**src/rtl/rtmr_pkg.sv**
```systemverilog
// Package: shared register layout for the prescaled ripple timer.
// Assumes an 8-bit register port with a one-bit address.
package rtmr_pkg;
    localparam int REG_W         = 8;
    localparam int BIT_OVF_FLAG  = 7;
    localparam int BIT_TICK_FLAG = 6;
    localparam int BIT_OVF_EN    = 5;
    localparam int BIT_TICK_EN   = 4;
    localparam int BIT_OVF_CLR   = 3;
    localparam int BIT_TICK_CLR  = 2;
    localparam int RATE_LSB      = 0;
    localparam int NUM_FLAGS     = 2;
    localparam int IDX_OVF       = 0;
    localparam int IDX_TICK      = 1;

    typedef enum logic {
        ADDR_CTRL  = 1'b0,
        ADDR_COUNT = 1'b1
    } reg_addr_e;
endpackage

```
**src/rtl/rtmr_chain.sv**
```systemverilog
// Module: prescaler plus divider chain.
// Advances the chain once every 2**PRE_LOG2 clocks. Produces the visible
// low byte, the low-byte wrap event and the carry out of the selected tap.
// Assumes TAP_LO + 2**RATE_W - 1 < STAGES and TAP_LO >= VIS_W - 1.
module rtmr_chain #(
    parameter int STAGES   = 15,
    parameter int VIS_W    = 8,
    parameter int PRE_LOG2 = 2,
    parameter int TAP_LO   = 10,
    parameter int RATE_W   = 2
) (
    input  logic              clk,
    input  logic              rst_n,
    input  logic [RATE_W-1:0] rate_sel_i,
    output logic [VIS_W-1:0]  count_o,
    output logic              ovf_evt_o,
    output logic              tick_evt_o
);
    localparam int NTAPS = 1 << RATE_W;

    logic [PRE_LOG2-1:0] pre_q;
    logic [STAGES-1:0]   chain_q;
    logic                adv;
    logic [NTAPS-1:0]    tap_carry;

    assign adv = &pre_q;

    // Purpose: free-running prescaler that gates chain advances.
    always_ff @(posedge clk) begin
        if (!rst_n) pre_q <= '0;
        else        pre_q <= pre_q + 1'b1;
    end

    // Purpose: the divider chain itself, one step per prescaler wrap.
    always_ff @(posedge clk) begin
        if (!rst_n)   chain_q <= '0;
        else if (adv) chain_q <= chain_q + 1'b1;
    end

    // One carry detector per selectable tap stage.
    for (genvar g = 0; g < NTAPS; g++) begin : g_tap
        assign tap_carry[g] = adv & (&chain_q[TAP_LO+g:0]);
    end

    assign tick_evt_o = tap_carry[rate_sel_i];
    assign ovf_evt_o  = adv & (&chain_q[VIS_W-1:0]);
    assign count_o    = chain_q[VIS_W-1:0];

    AST_ADV_SPACED: assert property (@(posedge clk) disable iff (!rst_n)
        adv |=> !adv) else $error("advance on consecutive cycles");
    AST_CHAIN_HOLDS: assert property (@(posedge clk) disable iff (!rst_n)
        !adv |=> $stable(chain_q)) else $error("chain moved without advance");
    AST_TICK_NEEDS_WRAP: assert property (@(posedge clk) disable iff (!rst_n)
        tick_evt_o |-> ovf_evt_o) else $error("tap carry without byte wrap");
endmodule

```
**src/rtl/rtmr_flag.sv**
```systemverilog
// Module: one sticky event flag with software clear.
// A set event on the same edge as a clear wins, so no event is lost.
module rtmr_flag (
    input  logic clk,
    input  logic rst_n,
    input  logic set_i,
    input  logic clr_i,
    output logic flag_o
);
    // Purpose: hold the flag, set dominant over clear.
    always_ff @(posedge clk) begin
        if (!rst_n)      flag_o <= 1'b0;
        else if (set_i)  flag_o <= 1'b1;
        else if (clr_i)  flag_o <= 1'b0;
    end

    AST_SET_WINS: assert property (@(posedge clk) disable iff (!rst_n)
        set_i |=> flag_o) else $error("set event lost");
    AST_STICKY: assert property (@(posedge clk) disable iff (!rst_n)
        (flag_o && !clr_i) |=> flag_o) else $error("flag dropped without clear");
    AST_ONLY_BY_EVENT: assert property (@(posedge clk) disable iff (!rst_n)
        $rose(flag_o) |-> $past(set_i)) else $error("flag rose without event");
endmodule

```
**src/rtl/rtmr_ctrl.sv**
```systemverilog
// Module: status/control register, flag storage and read mux.
// Decodes writes to the control address only. Flags change solely through
// events and clear bits. Assumes VIS_W <= REG_W.
module rtmr_ctrl
    import rtmr_pkg::*;
#(
    parameter int VIS_W  = 8,
    parameter int RATE_W = 2
) (
    input  logic              clk,
    input  logic              rst_n,
    input  logic              wr_i,
    input  logic              addr_i,
    input  logic [REG_W-1:0]  wdata_i,
    input  logic [VIS_W-1:0]  count_i,
    input  logic              ovf_evt_i,
    input  logic              tick_evt_i,
    output logic [REG_W-1:0]  rdata_o,
    output logic [RATE_W-1:0] rate_sel_o,
    output logic              ovf_flag_o,
    output logic              tick_flag_o,
    output logic              ovf_en_o,
    output logic              tick_en_o
);
    logic                 ctrl_wr;
    logic [NUM_FLAGS-1:0] set_vec;
    logic [NUM_FLAGS-1:0] clr_vec;
    logic [NUM_FLAGS-1:0] flag_vec;
    logic                 unused_wbits;

    assign ctrl_wr      = wr_i && (addr_i == ADDR_CTRL);
    assign unused_wbits = ^{wdata_i[BIT_OVF_FLAG], wdata_i[BIT_TICK_FLAG]};

    assign set_vec[IDX_OVF]  = ovf_evt_i;
    assign set_vec[IDX_TICK] = tick_evt_i;
    assign clr_vec[IDX_OVF]  = ctrl_wr && wdata_i[BIT_OVF_CLR];
    assign clr_vec[IDX_TICK] = ctrl_wr && wdata_i[BIT_TICK_CLR];

    for (genvar f = 0; f < NUM_FLAGS; f++) begin : g_flag
        rtmr_flag u_flag (
            .clk    (clk),
            .rst_n  (rst_n),
            .set_i  (set_vec[f]),
            .clr_i  (clr_vec[f]),
            .flag_o (flag_vec[f])
        );
    end

    assign ovf_flag_o  = flag_vec[IDX_OVF];
    assign tick_flag_o = flag_vec[IDX_TICK];

    // Purpose: load enables and rate field on control writes.
    always_ff @(posedge clk) begin
        if (!rst_n) begin
            ovf_en_o   <= 1'b0;
            tick_en_o  <= 1'b0;
            rate_sel_o <= '0;
        end else if (ctrl_wr) begin
            ovf_en_o   <= wdata_i[BIT_OVF_EN];
            tick_en_o  <= wdata_i[BIT_TICK_EN];
            rate_sel_o <= wdata_i[RATE_LSB +: RATE_W];
        end
    end

    // Purpose: read mux; clear bits and spare bits read as zero.
    always_comb begin
        rdata_o = '0;
        if (addr_i == ADDR_CTRL) begin
            rdata_o[BIT_OVF_FLAG]          = flag_vec[IDX_OVF];
            rdata_o[BIT_TICK_FLAG]         = flag_vec[IDX_TICK];
            rdata_o[BIT_OVF_EN]            = ovf_en_o;
            rdata_o[BIT_TICK_EN]           = tick_en_o;
            rdata_o[RATE_LSB +: RATE_W]    = rate_sel_o;
        end else begin
            rdata_o[VIS_W-1:0] = count_i;
        end
    end

    AST_TICK_FROM_EVENT: assert property (@(posedge clk) disable iff (!rst_n)
        $rose(tick_flag_o) |-> $past(tick_evt_i)) else $error("tick flag without carry");
    AST_CFG_HOLD: assert property (@(posedge clk) disable iff (!rst_n)
        !ctrl_wr |=> $stable({ovf_en_o, tick_en_o, rate_sel_o})) else $error("config moved");
    AST_COUNT_WR_NO_CLR: assert property (@(posedge clk) disable iff (!rst_n)
        (wr_i && addr_i == ADDR_COUNT && ovf_flag_o) |=> ovf_flag_o) else $error("count write cleared flag");
endmodule

```
**src/rtl/rtmr_irq.sv**
```systemverilog
// Module: registered interrupt request from enabled flags.
// Adds one clock of latency so the request is glitch-free.
module rtmr_irq (
    input  logic clk,
    input  logic rst_n,
    input  logic ovf_flag_i,
    input  logic ovf_en_i,
    input  logic tick_flag_i,
    input  logic tick_en_i,
    output logic irq_o
);
    // Purpose: register the combined enabled request.
    always_ff @(posedge clk) begin
        if (!rst_n) irq_o <= 1'b0;
        else        irq_o <= (ovf_flag_i & ovf_en_i) | (tick_flag_i & tick_en_i);
    end

    AST_IRQ_NEEDS_EN: assert property (@(posedge clk) disable iff (!rst_n)
        irq_o |-> $past(ovf_en_i || tick_en_i)) else $error("request without enable");
    AST_IRQ_IDLE: assert property (@(posedge clk) disable iff (!rst_n)
        (!ovf_flag_i && !tick_flag_i) |=> !irq_o) else $error("request without flag");
endmodule

```
**src/rtl/rtmr_top.sv**
```systemverilog
// Module: top of the prescaled ripple timer with periodic tick.
// Ties the chain, register block and request logic together. Register port
// is a simple strobe-qualified write with combinational read data.
module rtmr_top #(
    parameter int STAGES   = 15,
    parameter int VIS_W    = 8,
    parameter int PRE_LOG2 = 2,
    parameter int TAP_LO   = 10,
    parameter int RATE_W   = 2
) (
    input  logic       clk,
    input  logic       rst_n,
    input  logic       reg_wr,
    input  logic       reg_addr,
    input  logic [7:0] reg_wdata,
    output logic [7:0] reg_rdata,
    output logic       irq_o
);
    logic [VIS_W-1:0]  count;
    logic [RATE_W-1:0] rate_sel;
    logic              ovf_evt, tick_evt;
    logic              ovf_flag, tick_flag, ovf_en, tick_en;

    rtmr_chain #(
        .STAGES(STAGES), .VIS_W(VIS_W), .PRE_LOG2(PRE_LOG2),
        .TAP_LO(TAP_LO), .RATE_W(RATE_W)
    ) u_chain (
        .clk        (clk),
        .rst_n      (rst_n),
        .rate_sel_i (rate_sel),
        .count_o    (count),
        .ovf_evt_o  (ovf_evt),
        .tick_evt_o (tick_evt)
    );

    rtmr_ctrl #(.VIS_W(VIS_W), .RATE_W(RATE_W)) u_ctrl (
        .clk         (clk),
        .rst_n       (rst_n),
        .wr_i        (reg_wr),
        .addr_i      (reg_addr),
        .wdata_i     (reg_wdata),
        .count_i     (count),
        .ovf_evt_i   (ovf_evt),
        .tick_evt_i  (tick_evt),
        .rdata_o     (reg_rdata),
        .rate_sel_o  (rate_sel),
        .ovf_flag_o  (ovf_flag),
        .tick_flag_o (tick_flag),
        .ovf_en_o    (ovf_en),
        .tick_en_o   (tick_en)
    );

    rtmr_irq u_irq (
        .clk         (clk),
        .rst_n       (rst_n),
        .ovf_flag_i  (ovf_flag),
        .ovf_en_i    (ovf_en),
        .tick_flag_i (tick_flag),
        .tick_en_i   (tick_en),
        .irq_o       (irq_o)
    );
endmodule

```
**config.mk**
```make
export PLATFORM = sky130hd
export DESIGN_NAME = rtmr_top
export DESIGN_NICKNAME = d
export VERILOG_FILES = /design/src/rtl/rtmr_pkg.sv /design/src/rtl/rtmr_chain.sv /design/src/rtl/rtmr_flag.sv /design/src/rtl/rtmr_ctrl.sv /design/src/rtl/rtmr_irq.sv /design/src/rtl/rtmr_top.sv
export SDC_FILE = /design/constraint.sdc
export NUM_CORES = 1
export LEC_CHECK = 0
export BUFFER_PORTS_ARGS = -buffer_cell sky130_fd_sc_hd__buf_2
export CORE_MARGIN = 2
export CORE_UTILIZATION = 53
export DETAILED_ROUTE_END_ITERATION = 10
export HOLD_SLACK_MARGIN = 0.05
export PLACE_DENSITY = 0.83
export SLEW_MARGIN = 20
export SYNTH_ARGS = -nofsm -noshare
export SYNTH_HDL_FRONTEND = slang
export SYNTH_SLANG_ARGS = --single-unit
```
**constraint.sdc**
```tcl
create_clock -name clk -period 1.9 [get_ports clk]
set_input_delay 0.38 -clock clk [delete_from_list [all_inputs] [get_ports clk]]
set_output_delay 0.38 -clock clk [all_outputs]
set_load 0.01 [all_outputs]
```
==> flow_summary.json <==
{
  "grt_antenna_before_repair": 0,
  "drtIter0Drc": 22,
  "routed_wl_um": 2260,
  "hold_class": "in -> reg",
  "die_area_mm2": 0.00247,
  "fin_tns_setup_ns": 0,
  "grt_first_pass_wirelength_um": 3830,
  "p_switching_uw": 186,
  "die_w_um": 49.7,
  "clk_pin_slew_worst_paths_ns": 0.13,
  "r2r-start": "u_chain.pre_q[0]",
  "r2r_slack_ns": 0.27,
  "worstRegToRegCells": 4,
  "final_cell_area_mm2": 0.00124,
  "yosys.area.top_type": "dfxtp_1",
  "syn-num-nets": 133,
  "pwr-share-clk_pct": 28.8,
  "sw_frac_of_total_pct": 23.7,
  "yosys_warnings": 0,
  "placed_area_mm2": 0.00121,
  "io_buffers": 18,
  "slew_headroom_pct": 68.6,
  "synthFlopType": "dfxtp_1",
  "period_minus_slack_ns": 1.63,
  "fin_skew_ns": 0.00824,
  "syn_area_mm2": 0.00110,
  "drv_slew": 0,
  "gr-total-overflow": 0,
  "synth-seq-cells": 23,
  "synth.distinct_cells": 32,
  "clockRootBuffer": "clkbuf_4",
  "synthCells": 119,
  "chipHeight_um": 49.7,
  "num_rows": 16,
  "powerDensity_mw_per_mm2": 631,
  "synthToLayoutAreaGrowth_pct": 12.5,
  "cts_setup_buffers": 0,
  "route.detailed.drc": 0,
  "power.total_uw": 784,
  "postCtsHoldBufs": 0,
  "synth_edf_count": 0,
  "clk_latency_ns": 0.32,
  "finalHoldViolCount": 0,
  "ioPinCount": 21,
  "drive_gt1_share_pct": 24.1,
  "ys_seq_area_share_pct": 41.7,
  "cp_data_arrival_time_ns": 1.88,
  "reg2reg_to": "u_chain.chain_q[11]",
  "cts.path.max_buffers": 2,
  "grt_usage_pct": 20.1,
  "hold_path_end": "u_ctrl.rate_sel_o[1]",
  "utilization_pct": 63.3,
  "fin_crit_sh_pct": 85.8,
  "holdCritStartpoint": "reg_wdata[1]",
  "cts_made_buffers": 3,
  "power_frac_comb_pct": 7.6,
  "maxCapViolCount": 0,
  "antenna_left": 0,
  "clkSinkCount": 23,
  "h-tree-depth": 1,
  "crit_required_ns": 2.15,
  "rsz0062_at_grt": "false",
  "cp-end-kind": "register",
  "critPathKind": "reg -> reg",
  "vias": 923,
  "drt_pass1_iterations": 4,
  "holdPathStages": 3,
  "irDropWorstVdd_v": 0.000384,
  "final-setup-viol-count": 0,
  "synth_area_per_cell_um2": 9.28,
  "leakage_nw": 0.508,
  "wire_per_inst_um": 13.8,
  "whs_ns": 0.302,
  "cts_resized": 0,
  "synth_top_area_share_pct": 41.7,
  "yosys-top-cells-area": "dfxtp_1 (42%), mux2i_1 (9.1%), mux2_2 (6.1%), nor2_1 (4.1%), nand2_1 (3.7%)",
  "cts_tree": "built",
  "worstPathMaxFanout": 8,
  "diodes": 0,
  "gp_congestion": 0.775,
  "post-dp-hpwl_um": 1600,
  "p_seq_share_pct": 63.7,
  "fmax_mhz": 614,
  "vias_per_cell": 5.63,
  "worst_pin_slew_ns": 0.471,
  "core_mm2": 0.00196,
  "initial_utilization_pct": 56.3,
  "final_nets": 152,
  "grt_max_degree": 17,
  "worstSetupStartpointType": "register",
  "grt_pass1_vias": 865,
  "status": "finished, final reports clean",
  "internal_power_uw": 598,
  "ys_async_sr_fraction_pct": 0,
  "n_fill_cell": 189
}
-- per-layer routing --
layer,vias up,part of all wire (%),track usage (%)
met1,425,42,24.3
met4,0,1.9,5.56
li1,456,-,-
met3,12,3.9,3.64
met2,30,52,36.2
met5,-,0,0
-- logic make-up after synthesis --
family	synth area share [%]
and+or+nand+nor	26.3
DFF	41.7
muxes	15.2
AOI/OAI and AO/OA	7.81
buffers and inverters	3.62
xor gates and xnor gates	3.17
adders and majority gates	2.26
-- area by class of cell --
class | count | area, um^2 | area share (%)
repair buffers | 19 | 97.6 | 7.85
clock buffers | 3 | 22.5 | 1.81
flip-flops and latches | 23 | 460 | 37.1
clock inverters | 1 | 5.00 | 0.403
well taps | 27 | 33.8 | 2.72
inverters | 5 | 18.8 | 1.51
multi-input cells | 86 | 604 | 48.6
-- critical path: stages, from the launching register on --
cell     delay (ns)
dfxtp_1        0.36
ha_1           0.33
nand4_4        0.19
nor4_1         0.44
mux2i_1        0.25
-- flip-flops by register name (all words and copies together), names as in the netlist --
name	cells
u_irq.irq_o	1
u_ctrl.g_flag.u_flag.flag_o	2
u_ctrl.rate_sel_o	2
u_ctrl.ovf_en_o	1
u_ctrl.tick_en_o	1
u_chain.pre_q	2
u_chain.chain_q	14
-- power by group through the flow --
stage                     Clock, mW  Combinational, mW  Sequential (mW)
after floorplan                   0             0.0400            0.508
after detailed placement          0             0.0589            0.510
after CTS                     0.232             0.0596            0.499
after global routing          0.252             0.0682            0.500
final                         0.226             0.0594            0.499
after global placement            0             0.0568            0.509
-- cell usage in the layout (no fill, tap or decap), types with 2 or more instances in the layout --
cell type	instances
a21oi_1	4
or3_1	2
clkbuf_4	3
and2_1	2
inv_1	5
nor2b_1	3
ha_1	2
nand4_2	2
buf_2	18
nand3_1	3
nand2_1	11
mux2_2	6
o31ai_1	2
dfxtp_1	23
or4_1	2
nor4_1	5
xnor2_1	3
mux2i_1	10
nor2_1	12
nand2b_1	4
o21ai_0	2
-- synthesized netlist by cell type (2+ instances only) --
cell type / count
nor4_1: 5
xnor2_1: 3
dfxtp_1: 23
mux2_2: 6
clkbuf_1: 3
nor2_1: 12
nand4_2: 2
nand2_1: 11
ha_1: 2
o31ai_1: 2
inv_1: 5
or3_1: 2
buf_2: 2
or4_1: 2
nand3_1: 3
o21ai_0: 2
and2_1: 2
nand2b_1: 4
a21oi_1: 4
nor2b_1: 3
mux2i_1: 10
-- worst max path at each step --
stage                           from  depth (start not counted)             endpoint  slack, ns
floorplan                   reg_addr                          2         reg_rdata[0]       0.49
global placement    u_chain.pre_q[0]                          4  u_chain.chain_q[12]       0.34
detailed placement  u_chain.pre_q[0]                          4  u_chain.chain_q[11]       0.31
CTS                 u_chain.pre_q[0]                          4  u_chain.chain_q[11]       0.28
global route        u_chain.pre_q[0]                          4  u_chain.chain_q[12]       0.16
finish              u_chain.pre_q[0]                          4  u_chain.chain_q[11]       0.27
-- through the flow --
step | std cells | setup WS [ns]
after floorplan | 119 | 0.489
after global placement | 160 | 0.344
after detailed placement | 160 | 0.313
after CTS | 164 | 0.284
after global routing | 164 | 0.162
final | 164 | 0.271
(Power assumes the default switching activity.)
